==> config.mk <==
export PLATFORM = sky130hd
export DESIGN_NAME = sram_pwr_ctrl
export DESIGN_NICKNAME = d
export VERILOG_FILES = /design/src/rtl/sram_pwr_pkg.sv /design/src/rtl/sram_pwr_policy.sv /design/src/rtl/sram_bank_decode.sv /design/src/rtl/sram_bank_state.sv /design/src/rtl/sram_pwr_ctrl.sv
export SDC_FILE = /design/constraint.sdc
export NUM_CORES = 1
export LEC_CHECK = 0
export CAP_MARGIN = 20
export CORE_AREA = 10 10 47 49
export CTS_CLUSTER_DIAMETER = 150
export DETAILED_ROUTE_END_ITERATION = 7
export DIE_AREA = 0 0 57 59
export REMOVE_ABC_BUFFERS = 1
export SYNTH_ARGS = -nofsm -noshare
export SYNTH_HDL_FRONTEND = slang
export SYNTH_SLANG_ARGS = --single-unit
export TNS_END_PERCENT = 10
==> constraint.sdc <==
create_clock -name clk_i -period 1 [get_ports clk_i]
set_input_delay 0.1 -clock clk_i [delete_from_list [all_inputs] [get_ports clk_i]]
set_output_delay 0.1 -clock clk_i [all_outputs]
set_load 0.05 [all_outputs]
==> src/rtl/sram_pwr_pkg.sv <==
package sram_pwr_pkg;
  localparam int unsigned NUM_BANKS = 2;
  localparam int unsigned BANK_AW   = 16;           // 64KB per bank
  localparam int unsigned ADDR_W    = BANK_AW + 1;  // 128KB total

  typedef enum logic [2:0] {
    MODE_RUN      = 3'd0,
    MODE_SLEEP    = 3'd1,
    MODE_STOP     = 3'd2,
    MODE_STANDBY  = 3'd3,
    MODE_SHUTDOWN = 3'd4
  } op_mode_e;
endpackage

==> src/rtl/sram_pwr_policy.sv <==
module sram_pwr_policy
  import sram_pwr_pkg::*;
(
  input  logic [2:0]           mode_i,
  input  logic                 b1_off_i,
  input  logic                 b1_stop_off_i,
  output logic [NUM_BANKS-1:0] pwr_next_o
);
  logic alive_deep, alive_light, is_stop;

  always_comb begin
    is_stop     = (mode_i == MODE_STOP);
    alive_light = (mode_i == MODE_RUN) || (mode_i == MODE_SLEEP) || is_stop;
    alive_deep  = alive_light || (mode_i == MODE_STANDBY);
    pwr_next_o[0] = alive_deep;
    pwr_next_o[1] = alive_light && !b1_off_i && !(is_stop && b1_stop_off_i);
  end
endmodule

==> src/rtl/sram_bank_decode.sv <==
module sram_bank_decode
  import sram_pwr_pkg::*;
(
  input  logic [ADDR_W-1:0]    addr_i,
  output logic [NUM_BANKS-1:0] sel_oh_o
);
  always_comb begin
    sel_oh_o = '0;
    sel_oh_o[addr_i[BANK_AW]] = 1'b1;
  end
endmodule

==> src/rtl/sram_bank_state.sv <==
module sram_bank_state (
  input  logic clk_i,
  input  logic rst_ni,
  input  logic pwr_next_i,
  input  logic wr_hit_i,
  output logic pwr_q_o,
  output logic valid_q_o
);
  always_ff @(posedge clk_i or negedge rst_ni) begin
    if (!rst_ni) begin
      pwr_q_o   <= 1'b1;
      valid_q_o <= 1'b0;
    end else begin
      pwr_q_o <= pwr_next_i;
      if (!pwr_q_o)      valid_q_o <= 1'b0;
      else if (wr_hit_i) valid_q_o <= 1'b1;
    end
  end
endmodule

==> src/rtl/sram_pwr_ctrl.sv <==
module sram_pwr_ctrl
  import sram_pwr_pkg::*;
(
  input  logic                 clk_i,
  input  logic                 rst_ni,
  input  logic [2:0]           mode_i,
  input  logic                 b1_off_i,
  input  logic                 b1_stop_off_i,
  input  logic                 req_i,
  input  logic                 we_i,
  input  logic [ADDR_W-1:0]    addr_i,
  output logic [NUM_BANKS-1:0] pwr_en_o,
  output logic [NUM_BANKS-1:0] ready_o,
  output logic                 err_o,
  output logic [NUM_BANKS-1:0] valid_o,
  output logic [NUM_BANKS-1:0] prot_o
);
  localparam logic [NUM_BANKS-1:0] PROT_MAP = 2'b01;

  logic [NUM_BANKS-1:0] pwr_next, sel_oh, hit;

  sram_pwr_policy u_policy (
    .mode_i        (mode_i),
    .b1_off_i      (b1_off_i),
    .b1_stop_off_i (b1_stop_off_i),
    .pwr_next_o    (pwr_next)
  );

  sram_bank_decode u_decode (
    .addr_i   (addr_i),
    .sel_oh_o (sel_oh)
  );

  for (genvar b = 0; b < NUM_BANKS; b++) begin : g_bank
    assign hit[b] = req_i && sel_oh[b] && pwr_en_o[b];
    sram_bank_state u_state (
      .clk_i      (clk_i),
      .rst_ni     (rst_ni),
      .pwr_next_i (pwr_next[b]),
      .wr_hit_i   (hit[b] && we_i),
      .pwr_q_o    (pwr_en_o[b]),
      .valid_q_o  (valid_o[b])
    );
  end

  assign ready_o = hit;
  assign err_o   = req_i && ~|(sel_oh & pwr_en_o);
  assign prot_o  = PROT_MAP;
endmodule

==> flow_summary.yaml, run 1 <==
floorplanning:
  initial_core_util_pct: 16.7
  die_w_um: 57
  core_mm2: 0.00140
  dieArea_mm2: 0.00336
  rows: 14
  fp.dieH_um: 59
  pin_count: 35
power:
  sw_frac_of_total_pct: 27.6
  power.switching_mw: 0.157
  p_comb_share_pct: 34.3
  p_per_area_mw_per_mm2: 1120
  ir_drop_mv: 0.463
  p_leak_nw: 0.231
  share_seq_of_total_power_pct: 31.7
  power_frac_clock_pct: 34.0
  internal_power_mw: 0.410
  total_power_mw: 0.567
cts:
  clk_path_buf_depth: 2
  clock-root-buffer: "clkbuf_4"
  htree_num_levels: 1
  clkTransAtPathRegs_ps: 40
  hold_buffers: 0
  cts.sinks: 4
  post_cts_buffers: 0
  cts_made_buffers: 3
  cts_tree: "built"
  insertion_delay_ps: 230
placed_design:
  port_buffers: 16
  place_congestion: 0.712
  placed_area_um2: 477
setup_path:
  cp-startpoint: "g_bank[0].u_state.pwr_q_o$_DFF_PN1_"
  cp_max_fo: 4
  regToRegStartpoint: "g_bank[0].u_state.pwr_q_o$_DFF_PN1_"
  crit_required_ps: 900
  worstSetupPathType: "register to output pin"
  cp.arrival_ps: 1130
  ff2ff_setup_slack_ps: 120
  cp-start-kind: "register"
  end_kind: "output pin"
global_route:
  overflow: 0
  grt_pass1_vias: 255
  track_usage_pct: 3.76
  grt_start_max_net_pins: 5
  antenna_found_initial: 0
  grt_pass1_wl_um: 966
run_status:
  status: "complete, but fails checks"
  violations: "setup timing"
drt:
  route.detailed.drc: 0
  viasPerCell: 3.79
  firstDrtPassIters: 1
  route.vias.total: 220
  routedWlPerCell_um: 10.3
  finalWirelength_um: 598
  antenna_left: 0
  dr.first_iter.drc_count: 0
synthesis:
  synth_seq_area_share_pct: 43.9
  ys_warn_count: 0
  ys_types: 15
  synthCells: 24
  syn-cell-area_um2: 234
  syn_avg_cell_area_um2: 9.75
  ys_seq_elements: 4
timing:
  max_freq_mhz: 815
  fin_skew_ps: 0.0236
  setup_violations: 5
  hold_viol_final: 0
  min_period_ps: 1230
  finalMaxSlewViolations: 0
  whs_ps: 65.4
  worst_slack_ps: -226
  rsz0062_at_grt: "yes"
  period_share_pct: 123
layout:
  drive_gt1_share_pct: 47.6
  post-route-cell-area_um2: 505
  layout.nets: 70
  final_common_cell: "clkdlybuf4s50_1"
  final_cell_mix: "clkdlybuf4s50_1, buf_12, buf_4"
  antenna_cells: 0
  area_growth_pct: 116
hold_path:
  hp-class: "input pin to async pin"
run:
  drv_cap: 0
cells by family (layout without fill, tap and decap cells):
logic type | count (synthesis) | count (layout) | synth area share, %
buffers and inverters | 7 | 25 | 20.9
other | 2 | 2 | 3.21
and+or+nand+nor | 8 | 8 | 21.9
AOI/OAI and AO/OA | 2 | 2 | 5.89
DFF | 4 | 4 | 43.9
muxes | 1 | 1 | 4.28
path summary, 6_finish.rpt:
kind	to	cells after the start
max in group asynchronous	g_bank[0].u_state.pwr_q_o$_DFF_PN1_	1
min in group clk_i	g_bank[1].u_state.pwr_q_o$_DFF_PN1_	2
hold reg to reg	g_bank[0].u_state.valid_q_o$_DFFE_PN0P_	2
setup reg to reg	g_bank[0].u_state.valid_q_o$_DFFE_PN0P_	3
setup / recovery	err_o	3
hold / removal	g_bank[1].u_state.valid_q_o$_DFFE_PN0P_	1
Yosys cell counts:
cell | instances | area (um2)
buf_4 | 6 | 45.0
conb_1 | 2 | 7.51
dfrtp_1 | 2 | 50.1
dfstp_2 | 2 | 52.6
nand2_1 | 2 | 7.51
a31oi_1 | 1 | 6.26
and2_1 | 1 | 6.26
and3_2 | 1 | 7.51
and3b_2 | 1 | 10.0
inv_1 | 1 | 3.75
mux2i_1 | 1 | 10.0
nand4b_1 | 1 | 8.76
nor2b_1 | 1 | 6.26
nor3_1 | 1 | 5.00
o21a_1 | 1 | 7.51
stage by stage:
| stage | setup TNS (ps) | cells | util (%) | setup WS, ps |
|---|---|---|---|---|
| 4_1_cts | -950 | 58 | 35.8 | -250 |
| 2_1_floorplan | -584 | 18 | - | -218 |
| 5_1_grt | -1090 | 58 | 36.1 | -286 |
| 6_report | -847 | 58 | 36.1 | -226 |
| 3_5_place_dp | -602 | 55 | 34.0 | -254 |
| 3_3_place_gp | -491 | 55 | 34.0 | -219 |
registers in the layout, indices dropped and copies added, names as in the netlist:
signal,count
g_bank.u_state.valid_q_o,2
g_bank.u_state.pwr_q_o,2
what timing repair did:
| item | CTS | global route |
|---|---|---|
| resized for setup | 1 | 1 |
| pin swaps | 2 | 0 |
| endpoints found under the setup margin | 5 | 5 |
final cells by class:
type,instances,area (um2)
clock buffer,3,22.5
fill,149,896
inverter,1,3.75
multi-input combinational,13,85.1
sequential,4,103
tap,16,20.0
timing repair buffer,21,272
power by group through the flow:
stage | logic (mW) | clock network [mW] | registers, mW
floorplan | 0.0512 | 0 | 0.205
global placement | 0.191 | 0 | 0.181
detailed placement | 0.192 | 0 | 0.182
CTS | 0.195 | 0.209 | 0.180
global route | 0.203 | 0.215 | 0.182
finish | 0.195 | 0.193 | 0.180
critical path, cell delays in order, from the launching register on:
cell     delay, ps
dfstp_2        540
mux2i_1         70
and2_4         150
buf_12         140
layer usage:
layer	share of wire [%]	GRT usage, %	wire [um]
met5	0	0	0
met4	0	3.02	0
met3	16	3.43	98
met2	40	4.65	241
met1	43	3.81	257
(Power assumes the default switching activity.)
==> inputs of run 2 (changes only) <==
--- a/config.mk
+++ b/config.mk
@@ -14,4 +14,4 @@
 export SYNTH_ARGS = -nofsm -noshare
 export SYNTH_HDL_FRONTEND = slang
 export SYNTH_SLANG_ARGS = --single-unit
-export TNS_END_PERCENT = 10
+export TNS_END_PERCENT = 50
==> results of run 2 <==
Same layout as run 1: the final DEF is identical, and so are final timing and power.
==> inputs of run 3 (changes only) <==
--- a/config.mk
+++ b/config.mk
@@ -14,4 +14,4 @@
 export SYNTH_ARGS = -nofsm -noshare
 export SYNTH_HDL_FRONTEND = slang
 export SYNTH_SLANG_ARGS = --single-unit
-export TNS_END_PERCENT = 50
+export TNS_END_PERCENT = 10
==> results of run 3 <==
Same layout as run 1: the final DEF is identical, and so are final timing and power.
